### src/rtl/hwmx_pkg.sv
package hwmx_pkg;

   localparam int unsigned OFS_CLAIM  = 0;
   localparam int unsigned OFS_GIVE   = 1;
   localparam int unsigned OFS_HOLDER = 2;

   typedef enum logic {
      LK_FREE = 1'b0,
      LK_HELD = 1'b1
   } lock_state_e;

endpackage

### src/rtl/hwmx_decode.sv
module hwmx_decode #(
   parameter int unsigned ADDR_W = 2
) (
   input  logic              wr,
   input  logic              rd,
   input  logic [ADDR_W-1:0] addr,
   output logic              claim_stb,
   output logic              give_stb,
   output logic              holder_rd
);
   import hwmx_pkg::*;

   localparam logic [ADDR_W-1:0] A_CLAIM  = ADDR_W'(OFS_CLAIM);
   localparam logic [ADDR_W-1:0] A_GIVE   = ADDR_W'(OFS_GIVE);
   localparam logic [ADDR_W-1:0] A_HOLDER = ADDR_W'(OFS_HOLDER);

   initial begin
      assert (ADDR_W >= 2)
         else $error("hwmx_decode: ADDR_W must cover three offsets");
   end

   assign claim_stb = wr && (addr == A_CLAIM);
   assign give_stb  = wr && (addr == A_GIVE);
   assign holder_rd = rd && (addr == A_HOLDER);

endmodule

### src/rtl/hwmx_lock.sv
module hwmx_lock #(
   parameter int unsigned ID_W = 4
) (
   input  logic            clk,
   input  logic            rst_n,
   input  logic            claim_stb,
   input  logic            give_stb,
   input  logic [ID_W-1:0] id,
   output logic [ID_W-1:0] holder
);
   import hwmx_pkg::*;

   localparam logic [ID_W-1:0] NO_ID = '0;

   lock_state_e state;

   initial begin
      assert (ID_W >= 1)
         else $error("hwmx_lock: ID_W must be at least 1");
   end

   always_ff @(posedge clk) begin
      if (!rst_n) begin
         state  <= LK_FREE;
         holder <= NO_ID;
      end else begin
         case (state)
            LK_FREE: begin
               if (claim_stb && (id != NO_ID)) begin
                  holder <= id;
                  state  <= LK_HELD;
               end
            end
            LK_HELD: begin
               if (give_stb && (id == holder)) begin
                  holder <= NO_ID;
                  state  <= LK_FREE;
               end
            end
            default: begin
               holder <= NO_ID;
               state  <= LK_FREE;
            end
         endcase
      end
   end

   // a valid claim on an unheld lock loads the claimant
   p_grant_r2: assert property (@(posedge clk) disable iff (!rst_n)
      (claim_stb && holder == NO_ID && id != NO_ID) |=> (holder == $past(id)));

   // claims against a held lock change nothing
   p_hold_r3: assert property (@(posedge clk) disable iff (!rst_n)
      (claim_stb && holder != NO_ID) |=> $stable(holder));

   // matching give-back frees the lock
   p_release_r4: assert property (@(posedge clk) disable iff (!rst_n)
      (give_stb && holder != NO_ID && id == holder) |=> (holder == NO_ID));

   // mismatched give-back ignored
   p_badgive_r5: assert property (@(posedge clk) disable iff (!rst_n)
      (give_stb && id != holder) |=> $stable(holder));

   // identifier 0 never claims
   p_zero_claim_r6: assert property (@(posedge clk) disable iff (!rst_n)
      (claim_stb && id == NO_ID) |=> $stable(holder));

   // with no claim or give-back strobe the holder stays put
   p_quiet_r9: assert property (@(posedge clk) disable iff (!rst_n)
      (!claim_stb && !give_stb) |=> $stable(holder));

   // decoder never raises both strobes
   p_excl_r9: assert property (@(posedge clk) disable iff (!rst_n)
      $onehot0({claim_stb, give_stb}));

   // state encoding agrees with holder value
   p_state_sync_r1: assert property (@(posedge clk) disable iff (!rst_n)
      ((state == LK_HELD) == (holder != NO_ID)));

endmodule

### src/rtl/hwmx_rdport.sv
module hwmx_rdport #(
   parameter int unsigned ID_W     = 4,
   parameter int unsigned DATA_W   = 32,
   parameter bit          READ_REG = 1'b1
) (
   input  logic              clk,
   input  logic              rst_n,
   input  logic              holder_rd,
   input  logic [ID_W-1:0]   holder,
   output logic [DATA_W-1:0] rdata
);
   logic [DATA_W-1:0] rd_value;

   assign rd_value = holder_rd ? DATA_W'(holder) : '0;

   generate
      if (READ_REG) begin : g_reg
         always_ff @(posedge clk) begin
            if (!rst_n) rdata <= '0;
            else        rdata <= rd_value;
         end
      end else begin : g_comb
         logic unused_clk_rst;
         assign unused_clk_rst = clk ^ rst_n;
         assign rdata = rd_value;
      end
   endgenerate

endmodule

### src/rtl/hw_mutex_regs.sv
module hw_mutex_regs #(
   parameter int unsigned ID_W     = 4,
   parameter int unsigned DATA_W   = 32,
   parameter int unsigned ADDR_W   = 2,
   parameter bit          READ_REG = 1'b1
) (
   input  logic              clk,
   input  logic              rst_n,
   input  logic              bus_wr,
   input  logic              bus_rd,
   input  logic [ADDR_W-1:0] bus_addr,
   input  logic [DATA_W-1:0] bus_wdata,
   output logic [DATA_W-1:0] bus_rdata
);
   import hwmx_pkg::*;

   localparam logic [ADDR_W-1:0] A_HOLDER = ADDR_W'(OFS_HOLDER);

   logic            claim_stb;
   logic            give_stb;
   logic            holder_rd;
   logic [ID_W-1:0] wr_id;
   logic [ID_W-1:0] holder;

   initial begin
      assert (ID_W >= 1 && ID_W <= DATA_W)
         else $error("hw_mutex_regs: ID_W must lie in 1..DATA_W");
   end

   assign wr_id = bus_wdata[ID_W-1:0];

   generate
      if (DATA_W > ID_W) begin : g_hi
         logic unused_hi;
         assign unused_hi = ^bus_wdata[DATA_W-1:ID_W];
      end
   endgenerate

   hwmx_decode #(.ADDR_W(ADDR_W)) u_decode (
      .wr        (bus_wr),
      .rd        (bus_rd),
      .addr      (bus_addr),
      .claim_stb (claim_stb),
      .give_stb  (give_stb),
      .holder_rd (holder_rd)
   );

   hwmx_lock #(.ID_W(ID_W)) u_lock (
      .clk       (clk),
      .rst_n     (rst_n),
      .claim_stb (claim_stb),
      .give_stb  (give_stb),
      .id        (wr_id),
      .holder    (holder)
   );

   hwmx_rdport #(.ID_W(ID_W), .DATA_W(DATA_W), .READ_REG(READ_REG)) u_rdport (
      .clk       (clk),
      .rst_n     (rst_n),
      .holder_rd (holder_rd),
      .holder    (holder),
      .rdata     (bus_rdata)
   );

   generate
      if (READ_REG) begin : g_rd_chk
         // non-holder offsets read as zero
         p_rdzero_r8: assert property (@(posedge clk) disable iff (!rst_n)
            (bus_rd && bus_addr != A_HOLDER) |=> (bus_rdata == '0));
         // idle cycles leave read data at zero
         p_rdidle_r10: assert property (@(posedge clk) disable iff (!rst_n)
            (!bus_rd) |=> (bus_rdata == '0));
      end
   endgenerate

endmodule

### config.mk
export PLATFORM = sky130hd
export DESIGN_NAME = hw_mutex_regs
export DESIGN_NICKNAME = d
export VERILOG_FILES = /design/src/rtl/hwmx_pkg.sv /design/src/rtl/hwmx_decode.sv /design/src/rtl/hwmx_lock.sv /design/src/rtl/hwmx_rdport.sv /design/src/rtl/hw_mutex_regs.sv
export SDC_FILE = /design/constraint.sdc
export NUM_CORES = 1
export LEC_CHECK = 0
export CAP_MARGIN = 15
export CORE_MARGIN = 3
export CORE_UTILIZATION = 27
export DETAILED_ROUTE_END_ITERATION = 10
export HOLD_SLACK_MARGIN = 0.05
export PLACE_DENSITY = 0.86
export SKIP_CTS_REPAIR_TIMING = 1
export SYNTH_ARGS = -nofsm -noshare
export SYNTH_HDL_FRONTEND = slang
export SYNTH_SLANG_ARGS = --single-unit
### constraint.sdc
create_clock -name clk -period 2.6 [get_ports clk]
set_input_delay 0.26 -clock clk [delete_from_list [all_inputs] [get_ports clk]]
set_output_delay 0.26 -clock clk [all_outputs]
set_load 0.1 [all_outputs]
### Yosys cells after proc, flatten, opt, wreduce, memory -nomap -nowiden

Cells that the tools add are included.

| cells by class | value |
|---|---|
| $add $sub $neg | 0 |
| multipliers | 0 |
| divide/modulo/power cells | 0 |
| magnitude comparators | 0 |
| equality and inequality tests | 5 |
| shifts and indexed selects | 0 |
| mux-type cells | 6 |
| bitwise gates (word level) | 1 |
| reduce and logical (&&, ||, !) cells | 9 |

Operators with widths:

| operator | count |
|---|---|
| $mux W4 | 2 |
| $pmux W4 S2 | 1 |
| $logic_and A1 B1 Y1 | 5 |
| $eq A4 B4 Y1 | 1 |
| $reduce_and A2 Y1 | 2 |
| $reduce_bool A4 Y1 | 1 |
| $eq A2 B1 Y1 const B | 1 |
| $eq A2 B2 Y1 const B | 1 |
| $logic_not A2 Y1 | 1 |
| $mux W1 | 2 |
| $ne A2 B1 Y1 const B | 1 |
| $ne A2 B2 Y1 const B | 1 |
| $pmux W1 S2 | 1 |
| $not A1 Y1 | 1 |

| storage, ports and cells | value |
|---|---|
| register bits after elaboration | 37 |
| bits in latches | 0 |
| RAM bits | 0 |
| memory bits (read-only) | 0 |
| output and inout bits | 32 |
| word-level logic and storage cells | 25 |
| memories | 0 |

### Logic depth before layout (Yosys ltp)

Gate-level depths: netlist (run 1).

| depth | value |
|---|---|
| depth in word-level cells | 5 |
| mapped depth | 4 |
| depth with buffers taken out | 4 |

### Modules after synthesis

A second synthesis (run 1) with hierarchy kept.

| second synthesis, totals | value |
|---|---|
| cells, all modules | 65 |
| area, all modules | 610.6 um^2 |

By module, submodules not included:

| module | instances | cells each | area each (um^2) | seq. area each (um^2) |
|---|---|---|---|---|
| hwmx_rdport | 1 | 37 | 319.1 | 80.1 |
| hwmx_lock | 1 | 25 | 261.5 | 100.1 |
| hwmx_decode | 1 | 3 | 30.0 | 0.0 |

### Worst setup path after synthesis (run 1)

OpenSTA, ideal clock, no wires.

| timing | value |
|---|---|
| path type | reg-to-reg |
| start | reg u_lock.holder[2] |
| end | reg u_lock.holder[0] |
| arrival | 1.063 ns |
| required time | 2.483 ns |
| path slack | 1.420 ns |
| cell stages (with the launch flop) | 5 |
| path through | dfxtp_1 > xor2_1 > nor3b_1 > a311oi_2 > a22o_1 |

| between the ends | value |
|---|---|
| longest elaborated chain between the ends | 4 |

Ends and longest elaborated chain:

| item | line | RTL |
|---|---|---|
| from (decl) | hwmx_lock.sv:9 | `output logic [ID_W-1:0] holder` |
| from (signal assigned) | hwmx_lock.sv:30 | `holder <= id;` |
| $eq A4 B4 Y1 | hwmx_lock.sv:35 | `if (give_stb && (id == holder)) begin` |
| $logic_and A1 B1 Y1 | hwmx_lock.sv:35 |  |
| $ne A2 B2 Y1 (no line) | n/a |  |
| $reduce_and A2 Y1 (no line) | n/a |  |

No other way between the ends.
A chain may end at the register's enable or synchronous reset.

### Worst setup path in the final report (run 1)

| timing | value |
|---|---|
| start | in bus_wdata[2] |
| end | reg u_lock.holder[0] |

| between the ends | value |
|---|---|
| longest elaborated chain between the ends | 4 |
| elaborated cells between the ends (all ways) | 7 |

Ends and longest elaborated chain:

| item | line | RTL |
|---|---|---|
| from (decl) | hw_mutex_regs.sv:12 | `input logic [DATA_W-1:0] bus_wdata,` |
| $eq A4 B4 Y1 or $reduce_bool A4 Y1 (tied branches) | hwmx_lock.sv:35, hwmx_lock.sv:29 |  |
| $logic_and A1 B1 Y1 (on tied branches) | hwmx_lock.sv:35, hwmx_lock.sv:29 |  |
| $ne A2 B2 Y1 (no line) or $ne A2 B1 Y1 (tied branches) | n/a |  |
| $reduce_and A2 Y1 (no line) * | n/a |  |

Mark *: on every way between the ends. The rest lies on a longest branch, timed or not.

==> results of run 1 <==
[sequential cells by signal (all words and copies together), names as in the netlist]
signal	flops
u_lock.state	1
u_lock.holder	4
u_rdport.rdata	4
[stage by stage]
stage | worst slack [ns] | hold slack (ns)
after global placement | 0.9116 | 0.4886
after detailed placement | 0.8696 | 0.4965
after global routing | 1.053 | 0.5148
final | 1.123 | 0.5011
after CTS | 1.137 | 0.5052
after floorplan | 1.420 | 0.3776
[per-layer routing]
metal  share of wire [%]  vias to the layer above  global-route usage (%)  routed length (um)
met1                  34                      164                   6.563                 301
met3                  19                        2                   4.011                 173
met5                   0                        -                       0                   0
met2                  45                       27                   9.205                 402
li1                    -                      181                       -                   -
met4                 1.9                        0                   5.240                  17
[cell usage after synthesis (3+ instances only)]
cell	n	area share, %
buf_4	28	37
dfxtp_1	9	32
a22o_1	4	6.1
and2_1	4	4.4
xor2_1	4	6.1
nor4_1	3	3.3
[worst paths after layout]
kind	startpoint	to	slack (ns)	cells past startpoint
setup / recovery	bus_wdata[2]	u_lock.holder[0]	1.12	5
hold / removal	u_lock.holder[0]	u_rdport.rdata[0]	0.50	1
setup reg to reg	u_lock.holder[2]	u_lock.holder[0]	1.28	4
hold reg to reg	u_lock.holder[0]	u_rdport.rdata[0]	0.50	1
[layout make-up]
cell class / instances / area (um2)
repair buffers: 13 / 120.1
clock buffers: 4 / 26.28
fillers: 211 / 1340
well taps: 27 / 33.78
flip-flops and latches: 9 / 180.2
inverters: 1 / 3.754
multi-input cells: 50 / 277.8
[cells in the final DEF (no fill, tap or decap), drive strengths merged]
cell | netlist | routed
buf | 28 | 4
and2 | 4 | 4
a311oi | 1 | 1
nor3 | 1 | 1
inv | 1 | 1
conb | 1 | 28
a22o | 4 | 4
nor3b | 1 | 1
and4b | 1 | 1
dfxtp | 9 | 9
clkdlybuf4s50 | 0 | 9
o21a | 1 | 1
a21boi | 1 | 1
clkbuf | 0 | 4
nor4 | 3 | 3
xor2 | 4 | 4
nand2b | 1 | 1
[cell families (layout without fill, tap and decap cells)]
kind of cell	count (synthesis)	count (layout)	share of synthesized area [%]
buf+inv	29	18	37.50
flops	9	9	31.58
other cells	1	28	0.6573
compound gates	7	7	11.40
xor+xnor	4	4	6.140
simple gates	11	11	12.72
[power groups by stage]
| stage | logic [mW] | registers [mW] | clock network [mW] |
|---|---|---|---|
| after detailed placement | 0.208 | 0.147 | 0 |
| after CTS | 0.208 | 0.144 | 0.108 |
| after floorplan | 0.221 | 0.148 | 0 |
| final | 0.209 | 0.144 | 0.104 |
| after global routing | 0.215 | 0.144 | 0.119 |
| after global placement | 0.208 | 0.147 | 0 |
==> results.sh, run 1 <==
export IMPL_status="finished, final reports clean"
export IMPL_gp_congestion=0.8362
export IMPL_num_vias=374
export IMPL_max_freq_mhz=677.0
export IMPL_syn_avg_cell_area_um2=9.353
export IMPL_synthCells=61
export IMPL_drt_iter0_drc=1
export IMPL_crit_family="buffers and inverters"
export IMPL_finalWirelength_um=895
export IMPL_worst_skew_pair_late_latency_ns=0.26
export IMPL_min_period_over_period_pct=56.81
export IMPL_num_rows=16
export IMPL_grt_overflow=0
export IMPL_p_comb_share_pct=45.7
export IMPL_fin_nets=116
export IMPL_grt_pass1_wl_um=1200
export IMPL_syn2layout_area_growth_pct=12.50
export IMPL_place_inst=100
export IMPL_routed_via_density=3.596
export IMPL_cts_buffer_depth=2
export IMPL_maxSlewHeadroom_pct=56.63
export IMPL_worst_pin_slew_ns=0.6447
export IMPL_worstPathMaxFanout=4
export IMPL_fp_coreArea_mm2=0.001982
export IMPL_netlist_area_um2=570.5
export IMPL_crit_required_ns=2.75
export IMPL_dpl_cell_area_um2=615.6
export IMPL_drtPass1Iterations=2
export IMPL_startpoint_type="input port"
export IMPL_start_util_pct=28.79
export IMPL_ios=70
export IMPL_synth_seq_cells=9
export IMPL_cts_tree="done"
export IMPL_setup_tns_ns=0
export IMPL_setup_viol=0
export IMPL_cp_slowest_stage_delay_ns=0.47
export IMPL_wl_per_cell_um=8.606
export IMPL_cts_clk_slew_worst_paths_ns=0.06
export IMPL_cap_violations=0
export IMPL_clkPwrFrac_pct=22.8
export IMPL_final_area_um2=641.9
export IMPL_power_frac_seq_pct=31.5
export IMPL_first_global_vias=278
export IMPL_min_period_ns=1.477
export IMPL_track_usage_pct=6.440
export IMPL_path_cells="clkdlybuf4s50_1, xor2_1, nor3b_1, a311oi_2, a22o_1"
export IMPL_grt_setup_unrepaired="false"
export IMPL_p_sw_mw=0.2371
export IMPL_cp_slowest_cell="clkdlybuf4s50_1"
export IMPL_worst_setup_path_type="in -> reg"
export IMPL_finClkSkew_ns=0.002201
export IMPL_slew_viol_final=0
export IMPL_die_y_um=51.97
export IMPL_antenna_found_initial=0
export IMPL_root_buffer="clkbuf_4"
export IMPL_drc=0
export IMPL_port_buffer_count=13
export IMPL_p_leak_nw=0.3093
export IMPL_post_synth_num_cell_types=15
export IMPL_hpwl_um=772.5
export IMPL_cp_arrival_ns=1.62
export IMPL_total_power_mw=0.4570
export IMPL_grt_max_degree=6
export IMPL_ys_seq_area_share_pct=31.58
export IMPL_critPathBufInv=1
export IMPL_end_kind="flop"
export IMPL_p_int_mw=0.2199
export IMPL_p_sw_share_pct=51.88
export IMPL_fin_util_pct=32.39
export IMPL_htree_levels=1
export IMPL_fin_cells=104
export IMPL_layout_drive_gt1_share_pct=10.39
export IMPL_cts_made_buffers=3
export IMPL_hold_class="reg -> reg"
export IMPL_final_hold_viol_count=0
export IMPL_synthArstFlopShare_pct=0
export IMPL_p_per_area_mw_per_mm2=712.0
export IMPL_ys_warn_count=0
export IMPL_synth_edff_count=0
export IMPL_vdd_drop_max_uv=197.0
export IMPL_fp_dieArea_mm2=0.002701
export IMPL_clkSinkCount=9
export IMPL_ant_nets=0
export IMPL_ys_flop_type="dfxtp_1"
export IMPL_die_width_um=51.97
export IMPL_diodes=0
(Power assumes the default switching activity.)
==> run 2: changes to the inputs <==
- CORE_UTILIZATION: 27 -> 23
- PLACE_DENSITY: 0.86 -> 0.78
- clock period: 2.6 -> 1.25 ns (I/O delays scaled with it)
==> run 2 against run 1 <==
Via count grew 11%. Highest routed layer unchanged. Power up 120%. Routed wire length up 29%. Sequential share of layout area shrank 4.8 points. The run now ends with setup timing left. Clock power is 120% higher. Largest power group unchanged.
==> results.sh, run 2 (same netlist as run 1, synthesis figures left out) <==
export IMPL_end_kind="flop"
export IMPL_worst_skew_pair_late_latency_ns=0.26
export IMPL_worstPathMaxFanout=4
export IMPL_setup_viol=4
export IMPL_fin_ws_ns=-0.04801
export IMPL_num_vias=414
export IMPL_clkSinkCount=9
export IMPL_routed_via_density=3.696
export IMPL_ant_nets=0
export IMPL_total_power_mw=0.9857
export IMPL_p_per_area_mw_per_mm2=1237
export IMPL_min_period_over_period_pct=103.8
export IMPL_fill_cells=232
export IMPL_antenna_found_initial=0
export IMPL_mostFrequentLayoutCell="conb_1"
export IMPL_grt_setup_unrepaired="true"
export IMPL_gp_congestion=0.7936
export IMPL_track_usage_pct=6.897
export IMPL_die_width_um=55.81
export IMPL_slew_viol_final=0
export IMPL_ios=70
export IMPL_hold_class="in -> reg"
export IMPL_diodes=0
export IMPL_setup_tns_ns=-0.1625
export IMPL_drt_iter0_drc=11
export IMPL_status="finished with violations"
export IMPL_htree_levels=1
export IMPL_min_period_ns=1.298
export IMPL_startpoint_type="flop"
export IMPL_grt_overflow=0
export IMPL_first_global_vias=370
export IMPL_drtPass1Iterations=4
export IMPL_worst_setup_path_type="reg -> reg"
export IMPL_layout_drive_gt1_share_pct=29.76
export IMPL_port_buffer_count=13
export IMPL_cap_violations=0
export IMPL_layout_common_cells="conb_1 (28), buf_4 (7), clkdlybuf4s50_1 (5), dfxtp_1 (5)"
export IMPL_cts_clk_slew_worst_paths_ns=0.06
export IMPL_vdd_drop_max_uv=453.9
export IMPL_die_y_um=55.81
export IMPL_fp_coreArea_mm2=0.002276
export IMPL_syn2layout_area_growth_pct=39.69
export IMPL_crit_required_ns=1.45
export IMPL_wl_per_cell_um=10.29
export IMPL_reg_top3="u_lock.holder: 4 flops, u_rdport.rdata: 4 flops, u_lock.state: 1 flops"
export IMPL_final_hold_viol_count=0
export IMPL_violations="setup timing"
export IMPL_root_buffer="clkbuf_4"
export IMPL_grt_pass1_wl_um=1690
export IMPL_finalWirelength_um=1152
export IMPL_cts_tree="done"
export IMPL_p_leak_nw=0.4061
export IMPL_fin_util_pct=35.02
export IMPL_drc=0
export IMPL_grt_max_degree=6
export IMPL_cp_arrival_ns=1.50
export IMPL_cts_made_buffers=3
export IMPL_cts_buffer_depth=2
export IMPL_fin_nets=123
export IMPL_start_util_pct=25.07
export IMPL_max_freq_mhz=770.4
export IMPL_num_rows=17
export IMPL_hpwl_um=879.8
export IMPL_fin_cells=112
export IMPL_fp_dieArea_mm2=0.003114
export IMPL_finClkSkew_ns=0.0009257
export IMPL_place_inst=106
run 2: cell count changes in the layout (fill, tap and decap cells not counted), sizes merged:
cell	delta
dlymetal6s2s	+4
buf	+7
clkdlybuf4s50	-4
run 2: cell type report:
type,count,area [um2],area share (%)
clock buffer,4,26.28,3.297
sequential,9,185.2,23.23
inverter,1,3.754,0.4710
tap,28,35.03,4.396
timing repair buffer,20,232.7,29.20
multi-input combinational,50,314.1,39.40
run 2: per-stage QoR:
stage,cell area (um2),setup WS (ns),hold slack [ns]
after floorplan,671.9,0.07024,0.2426
after global placement,704.4,-0.3218,0.4927
after detailed placement,704.4,-0.3911,0.4967
after CTS,730.7,-0.1225,0.5054
after global routing,797.0,-0.1045,0.2322
final,797.0,-0.04801,0.2034
run 2: power breakdown:
part           internal (mW)  switching (mW)  total, mW
registers              0.294         0.00616      0.300
clock network          0.123           0.103      0.226
logic                 0.0543           0.405      0.459
total                  0.472           0.514      0.986
run 2: per-layer routing:
metal | track usage [%] | routed length [um] | part of all wire [%] | up-vias
met5 | 0 | 0 | 0 | -
met4 | 4.167 | 8 | 0.69 | 0
met3 | 3.480 | 171 | 15 | 2
met2 | 11.66 | 611 | 53 | 33
met1 | 6.657 | 361 | 31 | 186
li1 | - | - | - | 193
run 2: path summary, 6_finish.rpt:
check                                      start                 to  slack (ns)  depth (start not counted)
worst min-delay path                bus_wdata[1]   u_lock.holder[1]        0.20                          2
worst min register to register  u_lock.holder[3]  u_rdport.rdata[3]        0.56                          2
worst max register to register  u_lock.holder[2]   u_lock.holder[2]       -0.05                          4
worst max-delay path            u_lock.holder[2]   u_lock.holder[2]       -0.05                          4
run 2: worst max-delay path: stages (launching register included):
cell,delay [ns]
dfxtp_2,0.34
xor2_1,0.19
nor3b_2,0.09
a311oi_2,0.43
a22o_1,0.20
